**config.mk**
```make
export PLATFORM = sky130hd
export DESIGN_NAME = rstk_file
export DESIGN_NICKNAME = d
export VERILOG_FILES = /design/src/rtl/rstk_pkg.sv /design/src/rtl/rstk_addr.sv /design/src/rtl/rstk_ctrl.sv /design/src/rtl/rstk_regs.sv /design/src/rtl/rstk_file.sv
export SDC_FILE = /design/constraint.sdc
export NUM_CORES = 1
export LEC_CHECK = 0
export ABC_AREA = 0
export BUFFER_PORTS_ARGS = -buffer_cell sky130_fd_sc_hd__buf_2
export CORE_ASPECT_RATIO = 1.4
export CORE_MARGIN = 1
export CORE_UTILIZATION = 24
export CTS_CLUSTER_DIAMETER = 150
export DETAILED_ROUTE_END_ITERATION = 6
export PLACE_DENSITY_LB_ADDON = 0.15
export SLEW_MARGIN = 10
export SYNTH_ARGS = -nofsm -noshare
export SYNTH_HDL_FRONTEND = slang
export SYNTH_SLANG_ARGS = --single-unit
```
**constraint.sdc**
```tcl
create_clock -name clk -period 7.2 [get_ports clk]
set_input_delay 0.36 -clock clk [delete_from_list [all_inputs] [get_ports clk]]
set_output_delay 0.36 -clock clk [all_outputs]
set_load 0.01 [all_outputs]
```
**src/rtl/rstk_pkg.sv**
```systemverilog
package rstk_pkg;

    typedef enum logic [2:0] {
        OP_NOP         = 3'd0,
        OP_PUSH        = 3'd1,
        OP_POP         = 3'd2,
        OP_ADD_POP     = 3'd3,
        OP_ADD_IDX     = 3'd4,
        OP_ADD_MEM     = 3'd5,
        OP_ADD_TOP     = 3'd6,
        OP_ADD_IDX_POP = 3'd7
    } rstk_op_e;

    typedef enum logic [1:0] {
        DST_TOP   = 2'd0,
        DST_REL   = 2'd1,
        DST_NEXT  = 2'd2,
        DST_ABOVE = 2'd3
    } rstk_dst_e;

    typedef enum logic [1:0] {
        ADDEND_REL  = 2'd0,
        ADDEND_NEXT = 2'd1,
        ADDEND_MEM  = 2'd2
    } rstk_addend_e;

    typedef struct packed {
        logic         wr_en;
        logic         wr_sum;
        rstk_dst_e    dst;
        rstk_addend_e addend;
        logic         push;
        logic         pop;
        logic         ovf;
        logic         unf;
    } rstk_ctrl_t;

    function automatic logic op_pops(rstk_op_e op);
        return (op == OP_POP) || (op == OP_ADD_POP) || (op == OP_ADD_IDX_POP);
    endfunction

    function automatic logic op_uses_rel(rstk_op_e op);
        return (op == OP_ADD_IDX) || (op == OP_ADD_TOP) || (op == OP_ADD_IDX_POP);
    endfunction

endpackage

```
**src/rtl/rstk_addr.sv**
```systemverilog
module rstk_addr #(
    parameter int PTR_W = 3
) (
    input  logic [PTR_W-1:0] top,
    input  logic [PTR_W-1:0] rel_idx,
    input  logic [PTR_W-1:0] peek_idx,
    output logic [PTR_W-1:0] slot_top,
    output logic [PTR_W-1:0] slot_rel,
    output logic [PTR_W-1:0] slot_next,
    output logic [PTR_W-1:0] slot_above,
    output logic [PTR_W-1:0] slot_peek
);
    localparam logic [PTR_W-1:0] ONE = PTR_W'(1);

    // Depth is a power of two, so PTR_W-bit arithmetic wraps modulo depth.
    always_comb begin
        slot_top   = top;
        slot_rel   = top + rel_idx;
        slot_next  = top + ONE;
        slot_above = top - ONE;
        slot_peek  = top + peek_idx;
    end
endmodule

```
**src/rtl/rstk_ctrl.sv**
```systemverilog
module rstk_ctrl
    import rstk_pkg::*;
(
    input  logic       op_valid,
    input  rstk_op_e   op,
    input  logic       tag_top,
    input  logic       tag_rel,
    input  logic       tag_next,
    input  logic       tag_above,
    output rstk_ctrl_t ctrl
);
    logic ovf_c;
    logic unf_c;

    always_comb begin
        ovf_c = 1'b0;
        unf_c = 1'b0;
        unique case (op)
            OP_PUSH:        ovf_c = tag_above;
            OP_POP:         unf_c = !tag_top;
            OP_ADD_MEM:     unf_c = !tag_top;
            OP_ADD_POP:     unf_c = !tag_top || !tag_next;
            OP_ADD_IDX,
            OP_ADD_TOP,
            OP_ADD_IDX_POP: unf_c = !tag_top || !tag_rel;
            default:        ;
        endcase
    end

    always_comb begin
        ctrl        = '0;
        ctrl.dst    = DST_TOP;
        ctrl.addend = ADDEND_REL;
        ctrl.ovf    = op_valid && ovf_c;
        ctrl.unf    = op_valid && unf_c;
        if (op_valid && !ovf_c && !unf_c) begin
            unique case (op)
                OP_PUSH: begin
                    ctrl.wr_en = 1'b1;
                    ctrl.dst   = DST_ABOVE;
                    ctrl.push  = 1'b1;
                end
                OP_ADD_POP: begin
                    ctrl.wr_en  = 1'b1;
                    ctrl.wr_sum = 1'b1;
                    ctrl.dst    = DST_NEXT;
                    ctrl.addend = ADDEND_NEXT;
                end
                OP_ADD_IDX, OP_ADD_IDX_POP: begin
                    ctrl.wr_en  = 1'b1;
                    ctrl.wr_sum = 1'b1;
                    ctrl.dst    = DST_REL;
                end
                OP_ADD_MEM: begin
                    ctrl.wr_en  = 1'b1;
                    ctrl.wr_sum = 1'b1;
                    ctrl.addend = ADDEND_MEM;
                end
                OP_ADD_TOP: begin
                    ctrl.wr_en  = 1'b1;
                    ctrl.wr_sum = 1'b1;
                end
                default: ;
            endcase
            ctrl.pop = op_pops(op);
        end
    end
endmodule

```
**src/rtl/rstk_regs.sv**
```systemverilog
module rstk_regs #(
    parameter int DEPTH  = 8,
    parameter int DATA_W = 16,
    localparam int PTR_W = $clog2(DEPTH)
) (
    input  logic                          clk,
    input  logic                          rst,
    input  logic                          wr_en,
    input  logic [PTR_W-1:0]              wr_slot,
    input  logic [DATA_W-1:0]             wr_data,
    input  logic                          clr_en,
    input  logic [PTR_W-1:0]              clr_slot,
    output logic [DEPTH-1:0][DATA_W-1:0]  data_q,
    output logic [DEPTH-1:0]              tag_q
);
    for (genvar e = 0; e < DEPTH; e++) begin : g_entry
        logic hit_wr;
        logic hit_clr;
        assign hit_wr  = wr_en  && (wr_slot  == PTR_W'(e));
        assign hit_clr = clr_en && (clr_slot == PTR_W'(e));

        always_ff @(posedge clk) begin
            if (rst) begin
                data_q[e] <= '0;
                tag_q[e]  <= 1'b0;
            end else begin
                if (hit_wr)
                    data_q[e] <= wr_data;
                // A pop of the same entry wins over the write.
                if (hit_clr)
                    tag_q[e] <= 1'b0;
                else if (hit_wr)
                    tag_q[e] <= 1'b1;
            end
        end
    end
endmodule

```
**src/rtl/rstk_file.sv**
```systemverilog
module rstk_file
    import rstk_pkg::*;
#(
    parameter int DEPTH  = 8,
    parameter int DATA_W = 16,
    localparam int PTR_W = $clog2(DEPTH)
) (
    input  logic              clk,
    input  logic              rst,
    input  logic              op_valid,
    output logic              op_ready,
    input  logic [2:0]        op_code,
    input  logic [PTR_W-1:0]  op_idx,
    input  logic [DATA_W-1:0] op_mem,
    input  logic [PTR_W-1:0]  peek_idx,
    output logic [DATA_W-1:0] peek_data,
    output logic              peek_full,
    output logic [PTR_W-1:0]  top_ptr,
    output logic              ovf_flag,
    output logic              unf_flag
);
    localparam logic [PTR_W-1:0] ONE = PTR_W'(1);

    logic [PTR_W-1:0]             ptr_q;
    logic [PTR_W-1:0]             s_top, s_rel, s_next, s_above, s_peek;
    logic [DEPTH-1:0][DATA_W-1:0] data_q;
    logic [DEPTH-1:0]             tag_q;
    rstk_ctrl_t                   ctrl;
    rstk_op_e                     op;
    logic [DATA_W-1:0]            addend, sum, wr_data;
    logic [PTR_W-1:0]             wr_slot;

    assign op = rstk_op_e'(op_code);

    rstk_addr #(.PTR_W(PTR_W)) u_addr (
        .top        (ptr_q),
        .rel_idx    (op_idx),
        .peek_idx   (peek_idx),
        .slot_top   (s_top),
        .slot_rel   (s_rel),
        .slot_next  (s_next),
        .slot_above (s_above),
        .slot_peek  (s_peek)
    );

    rstk_ctrl u_ctrl (
        .op_valid  (op_valid && !rst),
        .op        (op),
        .tag_top   (tag_q[s_top]),
        .tag_rel   (tag_q[s_rel]),
        .tag_next  (tag_q[s_next]),
        .tag_above (tag_q[s_above]),
        .ctrl      (ctrl)
    );

    always_comb begin
        unique case (ctrl.addend)
            ADDEND_NEXT: addend = data_q[s_next];
            ADDEND_MEM:  addend = op_mem;
            default:     addend = data_q[s_rel];
        endcase
        sum     = data_q[s_top] + addend;
        wr_data = ctrl.wr_sum ? sum : op_mem;
        unique case (ctrl.dst)
            DST_REL:   wr_slot = s_rel;
            DST_NEXT:  wr_slot = s_next;
            DST_ABOVE: wr_slot = s_above;
            default:   wr_slot = s_top;
        endcase
    end

    rstk_regs #(.DEPTH(DEPTH), .DATA_W(DATA_W)) u_regs (
        .clk      (clk),
        .rst      (rst),
        .wr_en    (ctrl.wr_en),
        .wr_slot  (wr_slot),
        .wr_data  (wr_data),
        .clr_en   (ctrl.pop),
        .clr_slot (s_top),
        .data_q   (data_q),
        .tag_q    (tag_q)
    );

    always_ff @(posedge clk) begin
        if (rst) begin
            ptr_q    <= '0;
            ovf_flag <= 1'b0;
            unf_flag <= 1'b0;
        end else begin
            ovf_flag <= ctrl.ovf;
            unf_flag <= ctrl.unf;
            if (ctrl.push)
                ptr_q <= ptr_q - ONE;
            else if (ctrl.pop)
                ptr_q <= ptr_q + ONE;
        end
    end

    assign op_ready  = !rst;
    assign top_ptr   = ptr_q;
    assign peek_full = tag_q[s_peek];
    assign peek_data = tag_q[s_peek] ? data_q[s_peek] : '0;
endmodule

```
==> results of run 1 <==
[cell usage in the layout (no fill, tap or decap), types with 6 or more instances in the layout]
master / netlist / layout
buf_2: 9 / 50
nor3_1: 11 / 11
a21oi_1: 29 / 29
nand2_1: 192 / 192
inv_1: 19 / 19
a211oi_1: 9 / 9
nand3_1: 17 / 17
clkinvlp_4: 0 / 6
o21ai_0: 38 / 38
mux2i_1: 124 / 123
nor2b_1: 9 / 9
o21ai_1: 10 / 10
xnor2_1: 15 / 14
nor3b_1: 6 / 6
a21o_1: 11 / 11
mux2_2: 24 / 24
a221oi_1: 17 / 17
mux4_2: 138 / 138
buf_4: 13 / 30
ha_1: 26 / 23
nor2_1: 38 / 38
dfxtp_1: 141 / 139
clkbuf_16: 0 / 17
[routing by layer]
metal  vias to the layer above  share of wire (%)  GRT usage, %
met5                         -                  0             0
met4                         0                3.2          7.19
met3                        53                2.8          2.27
met2                       209                 52          30.7
met1                      4380                 42          20.2
li1                       3903                  -             -
[worst min-delay path: cells and delay by family]
family / cells / cell delay, ns
simple gates: 2 / 0.21
buf+inv: 1 / 0.11
[kinds of logic (layout without fill, tap and decap cells)]
group	Yosys count	after routing	synth area share (%)
DFF	141	141	26.1
and+or+nand+nor	301	301	12.6
xor gates and xnor gates	21	21	1.85
AOI/OAI and AO/OA	141	141	8.65
muxes	287	287	42.8
buffers and inverters	110	132	4.51
adders and majority gates	29	29	3.56
[sequential cells by signal, indices dropped and copies added (netlist names)]
register and cells:
ovf_flag 1, top_ptr 3, u_regs.data_q 128, u_regs.tag_q 8
unf_flag 1
[final timing paths]
check                                 start                              to  slack, ns  cells past startpoint
min reg2reg  u_regs.data_q[48]$_SDFFE_PP0P_  u_regs.data_q[48]$_SDFFE_PP0P_       0.50                      2
max reg2reg         top_ptr[0]$_SDFFE_PP0P_  u_regs.data_q[78]$_SDFFE_PP0P_       0.63                     25
max                 top_ptr[0]$_SDFFE_PP0P_  u_regs.data_q[78]$_SDFFE_PP0P_       0.63                     25
min                                op_valid             unf_flag$_SDFF_PP0_       0.28                      3
[power breakdown]
part | switching (W) | internal, W | leakage [nW]
clock | 0.000377 | 0.000519 | 0.269
sequential | 0.00000300 | 0.000782 | 1.14
combinational | 0.000117 | 0.0000638 | 3.06
[layout make-up]
type | count | area (um^2)
Clock buffer | 23 | 498
Clock inverter | 9 | 85.1
Fill cell | 4580 | 32100
Inverter | 20 | 77.6
Multi-Input combinational cell | 779 | 7570
Sequential cell | 141 | 2830
Tap cell | 558 | 698
Timing Repair Buffer | 80 | 475
[metrics by stage]
step	setup WS (ns)	instance area, um^2	cells	utilization [%]
finish	0.632	12200	1610	27.6
global route	0.0390	12200	1610	27.6
CTS	0.578	12200	1610	27.6
detailed placement	0.616	11600	1578	26.3
global placement	0.706	11600	1578	26.3
floorplan	0.433	10800	1030	-
==> results.sh, run 1 <==
export IMPL_worstSetupPathType="reg2reg"
export IMPL_synth_top_flop_cell="dfxtp_1"
export IMPL_finalWirelength_um=38200
export IMPL_cp_max_fo=16
export IMPL_critical_path_slowest_cell="ha_1"
export IMPL_synth_top_area_share_pct=28.7
export IMPL_cp_required_ns=7.50
export IMPL_nNetsFinal=1096
export IMPL_p_per_area_nw_per_um2=152
export IMPL_cts_reportedPaths_clkPinSlew_ns=0.07
export IMPL_io_buffers=50
export IMPL_clock_fmax_mhz=152
export IMPL_critical_path_max_stage_delay_ns=0.70
export IMPL_clock_skew_final_ns=0.0110
export IMPL_synth_area_um2=10800
export IMPL_avgSynthCellArea_um2=10.5
export IMPL_core_um2=44300
export IMPL_fin_crit_ns=6.57
export IMPL_start_util_pct=24.4
export IMPL_ys_ff_latch=141
export IMPL_avgRoutedWirePerCell_um=23.7
export IMPL_crit_buf_inv=5
export IMPL_synthTopCellsByArea="mux4_2 29%, dfxtp_1 26%, mux2i_1 11%, nand2_1 6.7%, ha_1 3.0%"
export IMPL_antenna_found_initial=0
export IMPL_crit_arrival_ns=6.87
export IMPL_post_cts_buffers=0
export IMPL_via_per_inst=5.31
export IMPL_hold_path_class="in2reg"
export IMPL_drt_antenna_violating_nets=0
export IMPL_worst_pin_slew_ns=1.02
export IMPL_total_power_w=0.00186
export IMPL_synthTopCellsByCount="192 x nand2_1, 141 x dfxtp_1, 138 x mux4_2, 124 x mux2i_1, 49 x clkbuf_1"
export IMPL_boundaryPins=51
export IMPL_whs_ns=0.275
export IMPL_cts_resized_gates=0
export IMPL_cts_htree_levels=4
export IMPL_cts_buffers=17
export IMPL_drive_gt1_share_pct=29.1
export IMPL_first_iter_violations=593
export IMPL_num_vias=8545
export IMPL_clock_sinks=141
export IMPL_syn2layout_area_growth_pct=12.9
export IMPL_hold_viol=0
export IMPL_setup_violations=0
export IMPL_place_congestion=0.786
export IMPL_end_kind="flop"
export IMPL_crit_family="compound AO/OA/AOI/OAI gates"
export IMPL_firstDrtPassIters=6
export IMPL_maxSlewHeadroom_pct=30.2
export IMPL_grt_pass1_vias=8691
export IMPL_post_synth_top_count_cell="nand2_1"
export IMPL_root_buffer="clkbuf_16"
export IMPL_rows=91
export IMPL_leakage_nw=4.47
export IMPL_cts_buffer_depth=2
export IMPL_rsz0062_at_grt="false"
export IMPL_ys_seq_area_share_pct=26.1
export IMPL_ys_warnings_count=0
export IMPL_drv_slew=0
export IMPL_grt_overflow_total=0
export IMPL_cp_start_kind="flop"
export IMPL_async_flop_share_pct=0
export IMPL_cpMostUsedCell="a21oi_1"
export IMPL_grt_pass1_wl_um=57600
export IMPL_die_area_um2=46000
export IMPL_peakVddDrop_mv=0.177
export IMPL_min_period_over_period_pct=91.2
export IMPL_clk_latency_ns=0.45
export IMPL_cts_tree="built"
export IMPL_drc_errors=0
export IMPL_n_antenna_cell=0
export IMPL_dieHeight_um=253
export IMPL_synth_nets=1087
export IMPL_die_x_um=182
export IMPL_grt_use_total_pct=17.1
export IMPL_maxCapViolCount=0
export IMPL_setup_tns_final_ns=0
export IMPL_holdBufCountCts=0
export IMPL_post_dp_hpwl_um=25300
export IMPL_grt_max_degree=78
export IMPL_yosysTopAreaCell="mux4_2"
export IMPL_ys_types=64
export IMPL_synth_edf_count=0
export IMPL_syn_inst=1030
export IMPL_outcome="complete, no violations"
Note: power is estimated with default switching activity, not from simulation.
==> run 2: changes to the inputs <==
--- a/config.mk
+++ b/config.mk
@@ -5,7 +5,7 @@
 export SDC_FILE = /design/constraint.sdc
 export NUM_CORES = 1
 export LEC_CHECK = 0
-export ABC_AREA = 0
+export ABC_AREA = 1
 export BUFFER_PORTS_ARGS = -buffer_cell sky130_fd_sc_hd__buf_2
 export CORE_ASPECT_RATIO = 1.4
 export CORE_MARGIN = 1
==> run 2 against run 1 <==
Effect of this change:
- non-clock buffer count is 6 higher
- clock power is 8.5% higher
- first-iteration DRC count is 75% higher
- sequential share of layout area is 1.6 points lower
- total power is 16% higher
- core utilization is 0.40 points lower
- combinational power is 120% higher
- count of clock-buffer cells in the layout is 1 lower
- critical path type unchanged
==> results.sh, run 2 <==
export IMPL_grt_max_degree=116
export IMPL_largest_reg_flops=128
export IMPL_boundaryPins=51
export IMPL_final_common_cell="nand2_1"
export IMPL_die_x_um=190
export IMPL_syn_inst=2085
export IMPL_rrSetupSlack_ns=0.81
export IMPL_synthTopCellsByArea="dfxtp_1 24%, nand2_1 16%, a21oi_1 12%, o21ai_0 12%, nor2_1 11%"
export IMPL_ys_ff_latch=141
export IMPL_place_congestion=0.898
export IMPL_cp_required_ns=7.54
export IMPL_outcome="complete, no violations"
export IMPL_clock_sinks=141
export IMPL_avgRoutedWirePerCell_um=20.1
export IMPL_largest_register="u_regs.data_q"
export IMPL_cts_htree_levels=4
export IMPL_async_flop_share_pct=0
export IMPL_cp_max_fo=19
export IMPL_n_antenna_cell=0
export IMPL_drv_slew=0
export IMPL_cts_buffers=17
export IMPL_die_area_um2=50200
export IMPL_critical_path_slowest_cell="fa_1"
export IMPL_grt_pass1_wl_um=80800
export IMPL_io_buffers=50
export IMPL_cts_buffer_depth=2
export IMPL_muxShareOfSynthArea_pct=0
export IMPL_drc_errors=0
export IMPL_synth_area_um2=11800
export IMPL_core_um2=48400
export IMPL_clk_latency_ns=0.45
export IMPL_preCtsSetupSlack_ns=0.841
export IMPL_worstHoldStart="rst"
export IMPL_grt_pass1_vias=12700
export IMPL_final_cell_mix="506 x nand2_1, 335 x nor2_1, 283 x a21oi_1"
export IMPL_rsz0062_at_grt="false"
export IMPL_grt_use_total_pct=21.5
export IMPL_cp_start_kind="flop"
export IMPL_cts_tree="built"
export IMPL_setup_violations=0
export IMPL_holdBufCountCts=0
export IMPL_utilization_pct=27.2
export IMPL_hold_viol=0
export IMPL_synth_top_family_by_area="simple AND/OR/NAND/NOR gates"
export IMPL_firstDrtPassIters=7
export IMPL_cts_resized_gates=0
export IMPL_drt_antenna_violating_nets=0
export IMPL_p_per_area_nw_per_um2=164
export IMPL_hold_path_class="in2reg"
export IMPL_via_per_inst=5.09
export IMPL_avgSynthCellArea_um2=5.68
export IMPL_first_iter_violations=1040
export IMPL_timing_final_ws_setup_ns=0.815
export IMPL_synth_compound_area_share_pct=28.4
export IMPL_cpMostUsedCell="nand2_1"
export IMPL_ys_seq_area_share_pct=23.9
export IMPL_post_cts_buffers=0
export IMPL_antenna_found_initial=0
export IMPL_critical_path_max_stage_delay_ns=0.51
export IMPL_fill_cells=5468
export IMPL_worst_pin_slew_ns=1.12
export IMPL_dieHeight_um=265
export IMPL_worstSetupPathType="reg2reg"
export IMPL_crit_arrival_ns=6.72
export IMPL_synth_top_area_share_pct=23.9
export IMPL_grt_overflow_total=0
export IMPL_synthTopCellsByCount="506 x nand2_1, 336 x nor2_1, 283 x a21oi_1, 276 x o21ai_0, 151 x inv_1"
export IMPL_rows=95
export IMPL_min_period_over_period_pct=88.7
export IMPL_crit_start="top_ptr[0]$_SDFFE_PP0P_"
export IMPL_syn2layout_area_growth_pct=11.2
export IMPL_maxSlewHeadroom_pct=25.1
export IMPL_clock_fmax_mhz=157
export IMPL_finalWirelength_um=54100
export IMPL_yosys_area_share_adder_pct=3.26
export IMPL_ys_types=46
export IMPL_synthSimpleGateAreaFrac_pct=32.8
export IMPL_ys_warnings_count=0
export IMPL_peakVddDrop_mv=0.123
export IMPL_yosysTopAreaCell="dfxtp_1"
export IMPL_fin_crit_ns=6.39
export IMPL_synth_top_flop_cell="dfxtp_1"
export IMPL_synth_nets=2142
export IMPL_post_dp_hpwl_um=36100
export IMPL_clock_skew_final_ns=0.0131
export IMPL_leakage_nw=5.54
export IMPL_maxCapViolCount=0
export IMPL_synth_xor_area_share_pct=1.26
export IMPL_setup_tns_final_ns=0
export IMPL_rr_startpoint="top_ptr[0]$_SDFFE_PP0P_"
export IMPL_drive_gt1_share_pct=8.26
export IMPL_synth_edf_count=0
export IMPL_end_kind="flop"
export IMPL_num_vias=13700
export IMPL_nNetsFinal=2102
export IMPL_cts_reportedPaths_clkPinSlew_ns=0.07
export IMPL_post_synth_top_count_cell="nand2_1"
export IMPL_start_util_pct=24.5
export IMPL_root_buffer="clkbuf_16"
run 2: cell types whose count changed in the layout (fill, tap and decap cells not counted), sizes merged, moves of 138 or more:
cell	change
o21ai	+240
nand2	+322
mux4	-138
inv	+141
a21oi	+257
nor2	+311
run 2: cells by family after synthesis:
logic type | Yosys count
AND/OR/NAND/NOR | 961
flip-flops | 141
buffers and inverters | 306
AO/OA/AOI/OAI | 631
XOR/XNOR | 17
adder cells (fa/ha/maj) | 29
run 2: critical path: cells and delay by family (launching register included):
kind	cells	cell delay (ns)
simple gates	15	1.79
fa+ha+maj	4	1.58
compound gates	6	1.30
buf+inv	6	0.87
flops	1	0.50
xor+xnor	1	0.18
run 2: area by class of cell:
type                            count  area [um^2]  share of cell area, %
Clock inverter                     10          136                   1.04
Clock buffer                       22          484                   3.68
Sequential cell                   141         2830                   21.5
Tap cell                          630          788                   5.99
Multi-Input combinational cell   1638         7800                   59.3
Inverter                          161          607                   4.61
Timing Repair Buffer               86          520                   3.95
run 2: final timing paths:
path / end / cells after the start
worst max-delay path: u_regs.data_q[15]$_SDFFE_PP0P_ / 32
worst min-delay path: top_ptr[1]$_SDFFE_PP0P_ / 2
worst max register to register: u_regs.data_q[15]$_SDFFE_PP0P_ / 32
worst min register to register: u_regs.data_q[14]$_SDFFE_PP0P_ / 2
run 2: power breakdown:
group | switching, W | internal [W]
clock network | 0.000392 | 0.000581
registers | 0.00000351 | 0.000784
logic | 0.000287 | 0.000108
run 2: per-stage QoR:
stage                     power, W  cells  hold WS [ns]  instance area, um^2
after floorplan            0.00106   2085         0.429                11800
after global placement     0.00120   2656         0.466                12500
after detailed placement   0.00120   2656         0.471                12500
after CTS                  0.00217   2688         0.185                13200
after global routing       0.00224   2688         0.205                13200
final                      0.00216   2688         0.200                13200
run 2: per-layer routing:
metal  GRT usage (%)  vias up  share of wire (%)
met2            38.4      439                 50
met5               0        -                  0
met1            25.0     6375                 41
met4            11.2        0                4.8
met3            2.57      121                4.2
li1                -     6746                  -
